===== config.mk =====
export PLATFORM = sky130hd
export DESIGN_NAME = comma_frame_aligner
export DESIGN_NICKNAME = d
export VERILOG_FILES = /design/src/rtl/fa_pkg.sv /design/src/rtl/fa_shifter.sv /design/src/rtl/fa_phase.sv /design/src/rtl/fa_emit.sv /design/src/rtl/comma_frame_aligner.sv
export SDC_FILE = /design/constraint.sdc
export NUM_CORES = 1
export LEC_CHECK = 0
export ABC_CLOCK_PERIOD_IN_PS = 1500
export CAP_MARGIN = 20
export CORE_UTILIZATION = 50
export DETAILED_ROUTE_END_ITERATION = 16
export PLACE_DENSITY = 0.76
export SLEW_MARGIN = 40
export SYNTH_ARGS = -nofsm -noshare
export SYNTH_HDL_FRONTEND = slang
export SYNTH_HIERARCHICAL = 1
export SYNTH_SLANG_ARGS = --single-unit

===== constraint.sdc =====
create_clock -name clk -period 1.5 [get_ports clk]
set_input_delay 0.3 -clock clk [delete_from_list [all_inputs] [get_ports clk]]
set_output_delay 0.3 -clock clk [all_outputs]
set_load 0.01 [all_outputs]

===== src/rtl/fa_pkg.sv =====
package fa_pkg;
    localparam int CHAR_W = 10;
    localparam int MARK_W = 7;
    // bit k holds the k-th arriving bit of the prefix 0,0,1,1,1,1,1
    localparam logic [MARK_W-1:0] MARK_BITS = 7'b1111100;

    typedef logic [CHAR_W-1:0] char_t;

    typedef struct packed {
        logic  vld;
        logic  mark;
        char_t data;
    } char_beat_t;

    function automatic logic mark_match(input char_t win);
        return win[MARK_W-1:0] == MARK_BITS;
    endfunction
endpackage


===== src/rtl/fa_shifter.sv =====
module fa_shifter
    import fa_pkg::*;
(
    input  logic  clk,
    input  logic  rst,
    input  logic  bit_i,
    input  logic  en_i,
    input  logic  los_i,
    output char_t win_o,
    output logic  en_q_o,
    output logic  los_q_o
);
    // newest bit enters at the top, so win_o[0] is the oldest bit
    always_ff @(posedge clk) begin
        if (rst) begin
            win_o   <= '1;
            en_q_o  <= 1'b0;
            los_q_o <= 1'b0;
        end else begin
            win_o   <= {bit_i, win_o[CHAR_W-1:1]};
            en_q_o  <= en_i;
            los_q_o <= los_i;
        end
    end
endmodule


===== src/rtl/fa_phase.sv =====
module fa_phase
    import fa_pkg::*;
#(
    parameter int CW = CHAR_W
) (
    input  logic clk,
    input  logic rst,
    input  logic hit_i,
    output logic ready_o
);
    localparam int PW = $clog2(CW);
    localparam logic [PW-1:0] LAST = PW'(CW - 1);

    logic [PW-1:0] cnt;

    assign ready_o = (cnt == LAST) || hit_i;

    always_ff @(posedge clk) begin
        if (rst)          cnt <= '0;
        else if (ready_o) cnt <= '0;
        else              cnt <= cnt + 1'b1;
    end

    // an accepted comma restarts the character phase
    assert_realign_restarts_R3: assert property (@(posedge clk) disable iff (rst)
        hit_i |=> (cnt == '0));
endmodule


===== src/rtl/fa_emit.sv =====
module fa_emit
    import fa_pkg::*;
(
    input  logic       clk,
    input  logic       rst,
    input  logic       ready_i,
    input  logic       hit_i,
    input  logic       los_i,
    input  char_t      win_i,
    output char_beat_t beat_o
);
    always_ff @(posedge clk) begin
        if (rst) begin
            beat_o <= '0;
        end else if (ready_i) begin
            beat_o.vld  <= 1'b1;
            beat_o.mark <= hit_i && !los_i;
            beat_o.data <= los_i ? '1 : win_i;
        end else begin
            beat_o.vld  <= 1'b0;
            beat_o.mark <= 1'b0;
        end
    end

    assert_flag_with_valid_R6: assert property (@(posedge clk) disable iff (rst)
        beat_o.mark |-> beat_o.vld);

    assert_flag_pattern_R2: assert property (@(posedge clk) disable iff (rst)
        beat_o.mark |-> (beat_o.data[MARK_W-1:0] == MARK_BITS));

    assert_los_ones_R7: assert property (@(posedge clk) disable iff (rst)
        (ready_i && los_i) |=> (beat_o.data == '1 && !beat_o.mark));
endmodule


===== src/rtl/comma_frame_aligner.sv =====
module comma_frame_aligner
    import fa_pkg::*;
(
    input  logic              clk,
    input  logic              rst,
    input  logic              rx_bit,
    input  logic              search_en,
    input  logic              sig_lost,
    output logic [CHAR_W-1:0] char_data,
    output logic              char_valid,
    output logic              char_comma
);
    char_t      win;
    logic       en_q;
    logic       los_q;
    logic       hit;
    logic       ready;
    char_beat_t beat;

    fa_shifter u_shift (
        .clk    (clk),
        .rst    (rst),
        .bit_i  (rx_bit),
        .en_i   (search_en),
        .los_i  (sig_lost),
        .win_o  (win),
        .en_q_o (en_q),
        .los_q_o(los_q)
    );

    assign hit = en_q && mark_match(win);

    fa_phase #(.CW(CHAR_W)) u_phase (
        .clk    (clk),
        .rst    (rst),
        .hit_i  (hit),
        .ready_o(ready)
    );

    fa_emit u_emit (
        .clk    (clk),
        .rst    (rst),
        .ready_i(ready),
        .hit_i  (hit),
        .los_i  (los_q),
        .win_i  (win),
        .beat_o (beat)
    );

    assign char_data  = beat.data;
    assign char_valid = beat.vld;
    assign char_comma = beat.mark;

    // with search disabled no comma is ever flagged
    assert_no_flag_when_off_R5: assert property (@(posedge clk) disable iff (rst)
        (ready && !en_q) |=> !char_comma);
endmodule


* After elaboration in Yosys (flattened, before gate mapping)
Index checks and enable logic that the tools add are counted.
** Word-level totals
- Logic and storage cells :: 19
- Bits in registers :: 28
- Output and inout port bits :: 12
** Cells by class
- Add/subtract/negate cells :: 1
- Bitwise operators :: 1
- Equality and inequality tests :: 2
- Reductions and logical operators :: 6
- Mux-type cells :: 2
** Operators with widths (count)
- 2-to-1 mux 10 bit :: 1
- == test 7 bit, second input constant :: 1
- adder 4 x 1 -> 4 bit, second input constant :: 1
- == test 4 bit, second input constant :: 1
- OR reduction 2 bit :: 2
- logical AND 1 bit :: 2
- 2-to-1 mux 2 bit :: 1
- logical NOT 1 bit :: 1
- logical OR 1 bit :: 1
- inverter 1 bit :: 1

* Longest topological paths before layout
Gate-level depths: netlist (run 1).
- Word-level depth :: 5
- Depth in mapped cells :: 7
- Mapped depth without buffers :: 6

* Hierarchy
Netlist (run 1), hierarchy kept.
** Modules (own cells, without submodules)
- fa_emit :: cells an instance 48, instances 1, seq. area each 240.2 µm², area each 480.5 µm²
- fa_shifter :: cells an instance 25, instances 1, seq. area each 240.2 µm², area each 325.3 µm²
- fa_phase :: cells an instance 18, instances 1, seq. area each 80.1 µm², area each 170.2 µm²
- comma_frame_aligner :: cells an instance 3, instances 1, seq. area each 0.0 µm², area each 22.5 µm²

* Least setup slack after synthesis (run 1)
OpenSTA, ideal clock, no wires.
- Kind :: reg2reg
- Start :: register u_shift.win_o[3]
- End :: register u_emit/beat_o[0] in the netlist's numbering
- Path buffers :: 1
- Slack :: 0.206 ns
- Stages on the path, launching flop included :: 6
- Data arrival time :: 1.164 ns
- Required time :: 1.370 ns
- Cell sequence :: dfxtp_1 nand4_1 nor4_2 nand2b_1 buf_2 a211oi_2
** Between the ends
- Longest elaborated chain between the ends :: 3
** RTL lines
- from (decl) :: line fa_shifter.sv:9 : output char_t win_o,
- from (signal assigned) :: line fa_shifter.sv:20 : win_o <= {bit_i, win_o[CHAR_W-1:1]};
- == test 7 bit :: line fa_pkg.sv:16 : return win[MARK_W-1:0] == MARK_BITS;
- logical AND 1 bit :: line comma_frame_aligner.sv:31 : assign hit = en_q && mark_match(win);
- named net hit :: line comma_frame_aligner.sv:16 : logic hit;
- logical OR 1 bit :: line fa_phase.sv:16 : assign ready_o = (cnt == LAST) || hit_i;
- named net ready :: line comma_frame_aligner.sv:17 : logic ready;
- to (decl) :: line fa_emit.sv:10 : output char_beat_t beat_o
The timed path passes the listed nets, and every way through them passes these cells.
A chain may end at the register's enable or synchronous reset.

* Final worst setup path (run 1)
- Start :: register u_shift.win_o[6]
- End :: register u_emit/beat_o[10] in the netlist's numbering
** Between the ends
- Longest elaborated chain between the ends :: 5
** RTL lines (line)
- == test 7 bit :: fa_pkg.sv:16
- logical AND 1 bit :: comma_frame_aligner.sv:31
- named net hit :: comma_frame_aligner.sv:16
- logical OR 1 bit :: fa_phase.sv:16
- named net ready :: comma_frame_aligner.sv:17
- inverter 1 bit (no source line)
- OR reduction 2 bit (no source line)
The timed path passes the listed nets, and every way through them passes these cells.

==> parameters.txt, run 1 <==
Parameter                              Value

Route
  Detailed route wirelength on metal2    924 µm
  Met3 Wirelength    81 µm
  DRC violation count after routing    0
  Via count    approximately 720
  WL/cell    13.6 µm
  Final Routed Wirelength    1950 µm
  Number of design-rule violations left by the first detailed-router iteration    8
  Post-DR vias/cell    5.00
  Highest Signal Layer    met4
  Post-route met1 wirelength    900 µm
  Router iterations before antenna repair    4
  Remaining antenna violation count    0

Finish
  Share of cells above drive strength 1    29.7%
  Layout area overhead    37.0%
  Final non-filler cell area    1370 µm²
  Fin cells    143
  Diodes inserted    0
  Final Net Count    126

Run status
  Violations in the final reports    setup timing
  Outcome    finished, violations left

Global route
  Final global-route overflow total    0
  Global Route Usage Sum    18.4%
  Number of global-route vias before repair    approximately 630
  Maximum number of pins on one net before global-route repair    25
  Global-route wire length before repair    around 2700 µm
  Initial antenna violation count    0

Min path
  Hold Path Class    reg2reg
  Critical hold path startpoint    u_shift/win_o[9]
  End point of the most critical hold path    u_shift/win_o[8]
  Instance count along the most critical hold path    1

STA
  RSZ-0062 raised after global routing    true
  Final period demand of the worst path    1510 ps
  Transition time at the pin with the least slew margin    around 400 ps
  Min setup slack post-route    -13.1 ps
  Fin. max-slew vios    0
  Max Fclk    about 660 MHz
  Setup_tns    -13.1 ps
  Post-Route Skew    approximately 11 ps
  Worst slew slack as a fraction of its limit    72.9%
  Final Hold Violating Endpoints    0
  Final critical-path share of the clock period    101%
  Final-report setup violation count    1
  Minimum hold slack    460 ps

Place
  Dpl hpwl    1070 µm
  IO buf count    16
  Worst slack after detailed placement    37.0 ps
  Area after detailed placement    between 1000 and 1500 µm²
  Cell Count Post-Placement    133
  Final weighted congestion in routability-driven placement    0.715

Clock network
  Maximum buffer depth of the clock tree    2
  Maximum level of the CTS H-tree    1
  Worst skew pair latency    330 ps
  Clock tree from TritonCTS    done
  Root cell of the clock tree    sky130_fd_sc_hd__clkbuf_4
  Number of buffers created by CTS    3
  Clock slew at the register clock pins of the worst setup and hold paths    around 150 ps
  CTS sink cnt    28
  Post-cts hold buffer count    0

Synth
  Number of standard cells after synthesis    94
  Share of the synthesized area in the top cell type    between 50 and 60%
  Top FF cell, synth    sky130_fd_sc_hd__dfxtp_1
  #FFs+latches synth    28
  Cell variety after synth    21
  Leading post-synthesis cells by cell area    sky130_fd_sc_hd__dfxtp_1 56%, sky130_fd_sc_hd__a211oi_2 13%, sky130_fd_sc_hd__nor2_1 9.4%
  Post-synthesis net count    about 100
  Sequential area share after synthesis    between 50% and 60%
  Number of flops mapped to enable cells by yosys    0
  Synth area leader    sky130_fd_sc_hd__dfxtp_1
  Syn Area/Cell    10.6 µm²
  Total standard cell area after synthesis    roughly 1000 µm²
  Most frequent cell after synthesis    sky130_fd_sc_hd__dfxtp_1
  Commonest cells in the synthesized netlist    28 x sky130_fd_sc_hd__dfxtp_1, 25 x sky130_fd_sc_hd__nor2_1, 10 x sky130_fd_sc_hd__a211oi_2, 10 x sky130_fd_sc_hd__or2_1
  Yosys synthesis warning count    6
  Share of flip-flops with an asynchronous set or reset    0%

Power
  Part of the total power dissipated in combinational logic    under 10%
  Switching power of the nets    roughly 260 µW
  Pwr Density    966 nW/µm²
  Switch share    19.7%
  Pint    1.06 mW
  Sequential cell fraction of total power    58.5%
  Static Leak    0.596 nW
  Clk network pwr share    37.0%
  Maximum VDD drop    0.720 mV

Critical path
  Worst R2R Path Depth    6
  Register-to-Register Setup Slack    -10 ps
  Kind of launch point of the worst setup path    flop
  Critical R2R Launch    u_shift/win_o[6]
  Data required, critical path    1770 ps
  CP endpoint kind    flop
  Worst EP arrival    approximately 1800 ps
  End of the worst register-to-register path    u_emit/beat_o[10]
  Worst Path Class, Setup    reg2reg
  Largest driver fanout on the critical path    6

Die
  Starting density of the core    55.4%
  Die X-Extent    around 47 µm
  Die Outline Area    roughly 2200 µm²
  Row count    15
  Placeable core region    1800 µm²
  I/O pins    17
  Die Ht    between 40 and 50 µm

Job
  Max_cap viols    0
flip-flops by register name, indices dropped and copies added, names as in the netlist:
register,flops
u_phase/cnt,4
u_shift/en_q_o,1
u_shift/los_q_o,1
u_shift/win_o,10
u_emit/beat_o,12
power by group through the flow:
| stage | logic [mW] | registers, mW | clock network, mW |
|---|---|---|---|
| 2_1_floorplan | 0.0367 | 0.783 | 0 |
| 3_3_place_gp | 0.0543 | 0.788 | 0 |
| 3_5_place_dp | 0.0568 | 0.788 | 0 |
| 4_1_cts | 0.0563 | 0.772 | 0.491 |
| 5_1_grt | 0.0662 | 0.776 | 0.527 |
| 6_report | 0.0590 | 0.773 | 0.489 |
per-stage QoR:
stage               total power [mW]  util (%)
floorplan                      0.819         -
global placement               0.842      67.0
detailed placement             0.845      67.0
CTS                             1.32      69.8
global route                    1.37      75.9
finish                          1.32      75.9
timing repair:
item	in CTS	in global routing
setup buffers	0	3
pin swaps	1	3
gates resized for setup	12	10
setup endpoints to repair	11	13
cloned	0	3
per-layer routing:
metal	vias up	GRT usage, %
met2	19	29.2
met4	0	8.57
met3	6	7.06
li1	357	-
met5	-	0
met1	333	21.7
layout by cell type (no fill, tap or decap), types with 2 or more instances in the layout:
cell type and count:
sky130_fd_sc_hd__dfxtp_1 22, sky130_fd_sc_hd__clkbuf_4 3, sky130_fd_sc_hd__clkdlybuf4s50_1 4, sky130_fd_sc_hd__dlygate4sd2_1 10, sky130_fd_sc_hd__dlymetal6s2s_1 2, sky130_fd_sc_hd__ha_1 2, sky130_fd_sc_hd__and2b_2 2, sky130_fd_sc_hd__buf_4 4
sky130_fd_sc_hd__or2_1 10, sky130_fd_sc_hd__clkbuf_16 2, sky130_fd_sc_hd__dfxtp_2 6, sky130_fd_sc_hd__nor2_1 25, sky130_fd_sc_hd__buf_12 2, sky130_fd_sc_hd__a211oi_2 10
worst max-delay path, stage by stage, from the launching register on:
cell and delay (ps):
sky130_fd_sc_hd__dfxtp_2 380, sky130_fd_sc_hd__nand4_1 150, sky130_fd_sc_hd__nor4_4 270, sky130_fd_sc_hd__nand2b_4 220, sky130_fd_sc_hd__buf_12 120, sky130_fd_sc_hd__nor2b_4 130, sky130_fd_sc_hd__and3b_1 180
area by class of cell:
cell class | instances | area, µm²
flip-flops and latches | 28 | 568
fillers | 126 | 434
multi-input cells | 60 | 428
repair buffers | 25 | 284
well taps | 25 | 31.3
clock inverters | 1 | 30.0
clock buffers | 3 | 22.5
inverters | 1 | 3.75
how the worst max path moves through the flow:
stage	start	to	cells after the start
final	u_shift/win_o[6]	u_emit/beat_o[10]	6
after global routing	u_shift/win_o[6]	u_emit/beat_o[10]	6
after CTS	u_shift/win_o[5]	u_emit/beat_o[10]	6
after detailed placement	u_shift/win_o[3]	u_emit/beat_o[10]	6
after global placement	u_shift/win_o[3]	u_emit/beat_o[10]	6
after floorplan	u_shift/win_o[3]	u_emit/beat_o[0]	5
cell families (layout without fill, tap and decap cells):
group | after synthesis | in the layout | synth area share [%]
AND/OR/NAND/NOR | 46 | 46 | 23.7
adder cells (fa/ha/maj) | 2 | 2 | 2.51
AO/OA/AOI/OAI | 10 | 10 | 12.5
XOR/XNOR | 2 | 2 | 1.75
buffers and inverters | 6 | 30 | 3.38
flip-flops | 28 | 28 | 56.1
Note: power is estimated with default switching activity, not from simulation.
==> run 2: changes to the inputs <==
--- a/config.mk
+++ b/config.mk
@@ -7,9 +7,11 @@
 export LEC_CHECK = 0
 export ABC_CLOCK_PERIOD_IN_PS = 1500
 export CAP_MARGIN = 20
-export CORE_UTILIZATION = 50
+export CELL_PAD_IN_SITES_DETAIL_PLACEMENT = 1
+export CELL_PAD_IN_SITES_GLOBAL_PLACEMENT = 1
+export CORE_UTILIZATION = 39
 export DETAILED_ROUTE_END_ITERATION = 16
-export PLACE_DENSITY = 0.76
+export PLACE_DENSITY_LB_ADDON = 0.1
 export SLEW_MARGIN = 40
 export SYNTH_ARGS = -nofsm -noshare
 export SYNTH_HDL_FRONTEND = slang
==> parameters.txt, run 2 (same netlist as run 1, synthesis figures left out) <==
Parameter                              Value

Run status
  Outcome    finished, final reports clean

STA
  Minimum hold slack    455 ps
  Transition time at the pin with the least slew margin    401 ps
  Min setup slack post-route    3.66 ps
  Worst slew slack as a fraction of its limit    73.2%
  Final-report setup violation count    0
  Final Hold Violating Endpoints    0
  Post-Route Skew    around 7.8 ps
  Final period demand of the worst path    1500 ps
  Fin. max-slew vios    0
  Max Fclk    around 670 MHz
  RSZ-0062 raised after global routing    true
  Final critical-path share of the clock period    between 90% and 100%

Clock network
  Clock tree from TritonCTS    done
  Clock slew at the register clock pins of the worst setup and hold paths    140 ps
  CTS sink cnt    28
  Post-cts hold buffer count    0
  Worst skew pair latency    320 ps
  Maximum buffer depth of the clock tree    2
  Root cell of the clock tree    sky130_fd_sc_hd__clkbuf_4
  Number of buffers created by CTS    3
  Maximum level of the CTS H-tree    1

Finish
  Commonest cells after routing, fill and taps aside    25 x sky130_fd_sc_hd__dfxtp_1, 23 x sky130_fd_sc_hd__nor2_1, 10 x sky130_fd_sc_hd__dlygate4sd2_1, 10 x sky130_fd_sc_hd__a211oi_2, 10 x sky130_fd_sc_hd__or2_1
  Post-layout utilization of the core    59.1%
  Top flop regs    u_emit/beat_o (12), u_shift/win_o (10), u_phase/cnt (4)
  Biggest register    u_emit/beat_o
  Diodes inserted    0
  Layout area overhead    37.2%
  Final non-filler cell area    1370 µm²
  Share of cells above drive strength 1    31.1%
  Largest register FFs    12
  Final Net Count    131
  Filler instances    roughly 240
  Leading cell type in the layout, fill and taps excluded    sky130_fd_sc_hd__dfxtp_1
  Register Area    564 µm²
  Footprint of the multi-input gates    433 µm²

Route
  DRC violation count after routing    0
  Router iterations before antenna repair    3
  WL/cell    13.8 µm
  Final Routed Wirelength    2080 µm
  Number of design-rule violations left by the first detailed-router iteration    4
  Post-DR vias/cell    4.84
  Remaining antenna violation count    0
  Via count    a little over 700

Place
  Area after detailed placement    1220 µm²
  Worst slack after detailed placement    -38.3 ps
  Final weighted congestion in routability-driven placement    0.699
  IO buf count    16
  Dpl hpwl    1210 µm

Critical path
  Worst Path Class, Setup    reg2reg
  Sum of buffers and inverters on the critical path    1
  Kind of launch point of the worst setup path    flop
  Cells along the critical path    nand4_1 -> nor4_4 -> nand2b_4 -> buf_12 -> nor2b_4 -> and3b_1
  Largest driver fanout on the critical path    7
  Family with the most delay on the worst path    simple AND/OR/NAND/NOR gates
  Worst EP arrival    1780 ps
  CP endpoint kind    flop
  Crit-path max cell delay    370 ps
  Data required, critical path    approximately 1800 ps
  Slowest cell on the critical path    sky130_fd_sc_hd__dfxtp_2

Die
  Placeable core region    about 2300 µm²
  Die Outline Area    2770 µm²
  Die Ht    52.6 µm
  Die X-Extent    52.6 µm
  I/O pins    17
  Row count    17
  Starting density of the core    43.1%

Power
  Pwr Density    between 800 and 900 nW/µm²
  Switching power of the nets    between 200 and 250 µW
  Clk network pwr share    26.6%
  Maximum VDD drop    a little under 0.8 mV
  Static Leak    between 0.6 and 0.7 nW
  Sequential cell fraction of total power    68.2%
  Part of the total power dissipated in combinational logic    about 5.2%
  Switch share    a little over a fifth
  Pint    slightly below 900 µW

Min path
  Hold Path Class    reg2reg

Global route
  Number of global-route vias before repair    686
  Initial antenna violation count    0
  Global Route Usage Sum    15.2%
  Final global-route overflow total    0
  Global-route wire length before repair    between 2000 and 3000 µm
  Maximum number of pins on one net before global-route repair    21

Job
  Max_cap viols    0
[run 2: cell types whose count changed in the layout (fill, tap and decap cells not counted)]
cell and change:
sky130_fd_sc_hd__nor2_1 -2, sky130_fd_sc_hd__clkbuf_16 -1, sky130_fd_sc_hd__nor2_2 +2, sky130_fd_sc_hd__dfxtp_1 +3
sky130_fd_sc_hd__bufinv_16 -1, sky130_fd_sc_hd__buf_4 +5, sky130_fd_sc_hd__buf_8 +1, sky130_fd_sc_hd__dfxtp_2 -3
[run 2: through the flow]
| stage | power (mW) | instances | setup TNS (ps) |
|---|---|---|---|
| 3_3_place_gp | 0.843 | 137 | 0 |
| 3_5_place_dp | 0.846 | 137 | -117 |
| 5_1_grt | 1.18 | 150 | -572 |
| 6_report | 1.13 | 150 | 0 |
| 4_1_cts | 1.14 | 140 | 0 |
| 2_1_floorplan | 0.819 | 94 | 0 |
[run 2: final timing paths]
| check | depth (start not counted) | slack (ps) | from | end |
|---|---|---|---|---|
| hold / removal | 1 | 460 | u_shift/win_o[9] | u_shift/win_o[8] |
| setup reg to reg | 6 | 4 | u_shift/win_o[6] | u_emit/beat_o[10] |
| hold reg to reg | 1 | 460 | u_shift/win_o[9] | u_shift/win_o[8] |
| setup / recovery | 6 | 4 | u_shift/win_o[6] | u_emit/beat_o[10] |
[run 2: layout make-up]
type | instances | area share [%]
Inverter | 1 | 0.274
Tap cell | 28 | 2.56
Multi-Input combinational cell | 60 | 31.6
Sequential cell | 28 | 41.2
Timing Repair Buffer | 30 | 22.7
Clock buffer | 3 | 1.64
[run 2: worst register-to-register path: stages (launching register included)]
cell	delay [ps]
sky130_fd_sc_hd__dfxtp_2	370
sky130_fd_sc_hd__nand4_1	160
sky130_fd_sc_hd__nor4_4	300
sky130_fd_sc_hd__nand2b_4	230
sky130_fd_sc_hd__buf_12	130
sky130_fd_sc_hd__nor2b_4	130
sky130_fd_sc_hd__and3b_1	150
[run 2: timing repair]
| action | 4_1_cts | 5_1_grt |
|---|---|---|
| setup endpoints to repair | 21 | 13 |
| cloned | 0 | 1 |
| buffers inserted | 0 | 9 |
| pin swaps | 1 | 13 |
| gates resized for setup | 11 | 13 |
[run 2: power by group through the flow]
| stage | sequential (mW) | combinational [mW] | clock, mW |
|---|---|---|---|
| after floorplan | 0.783 | 0.0367 | 0 |
| after global placement | 0.789 | 0.0548 | 0 |
| after detailed placement | 0.789 | 0.0569 | 0 |
| after CTS | 0.773 | 0.0569 | 0.307 |
| after global routing | 0.775 | 0.0662 | 0.342 |
| final | 0.773 | 0.0592 | 0.301 |
[run 2: routing by layer]
metal / global-route usage [%] / share of wire, % / vias to the layer above
met5: 0 / 0 / -
met4: 2.63 / 0.67 / 0
met3: 5.22 / 2.7 / 2
met2: 26.4 / 49 / 10
met1: 18.1 / 47 / 349
li1: - / - / 365
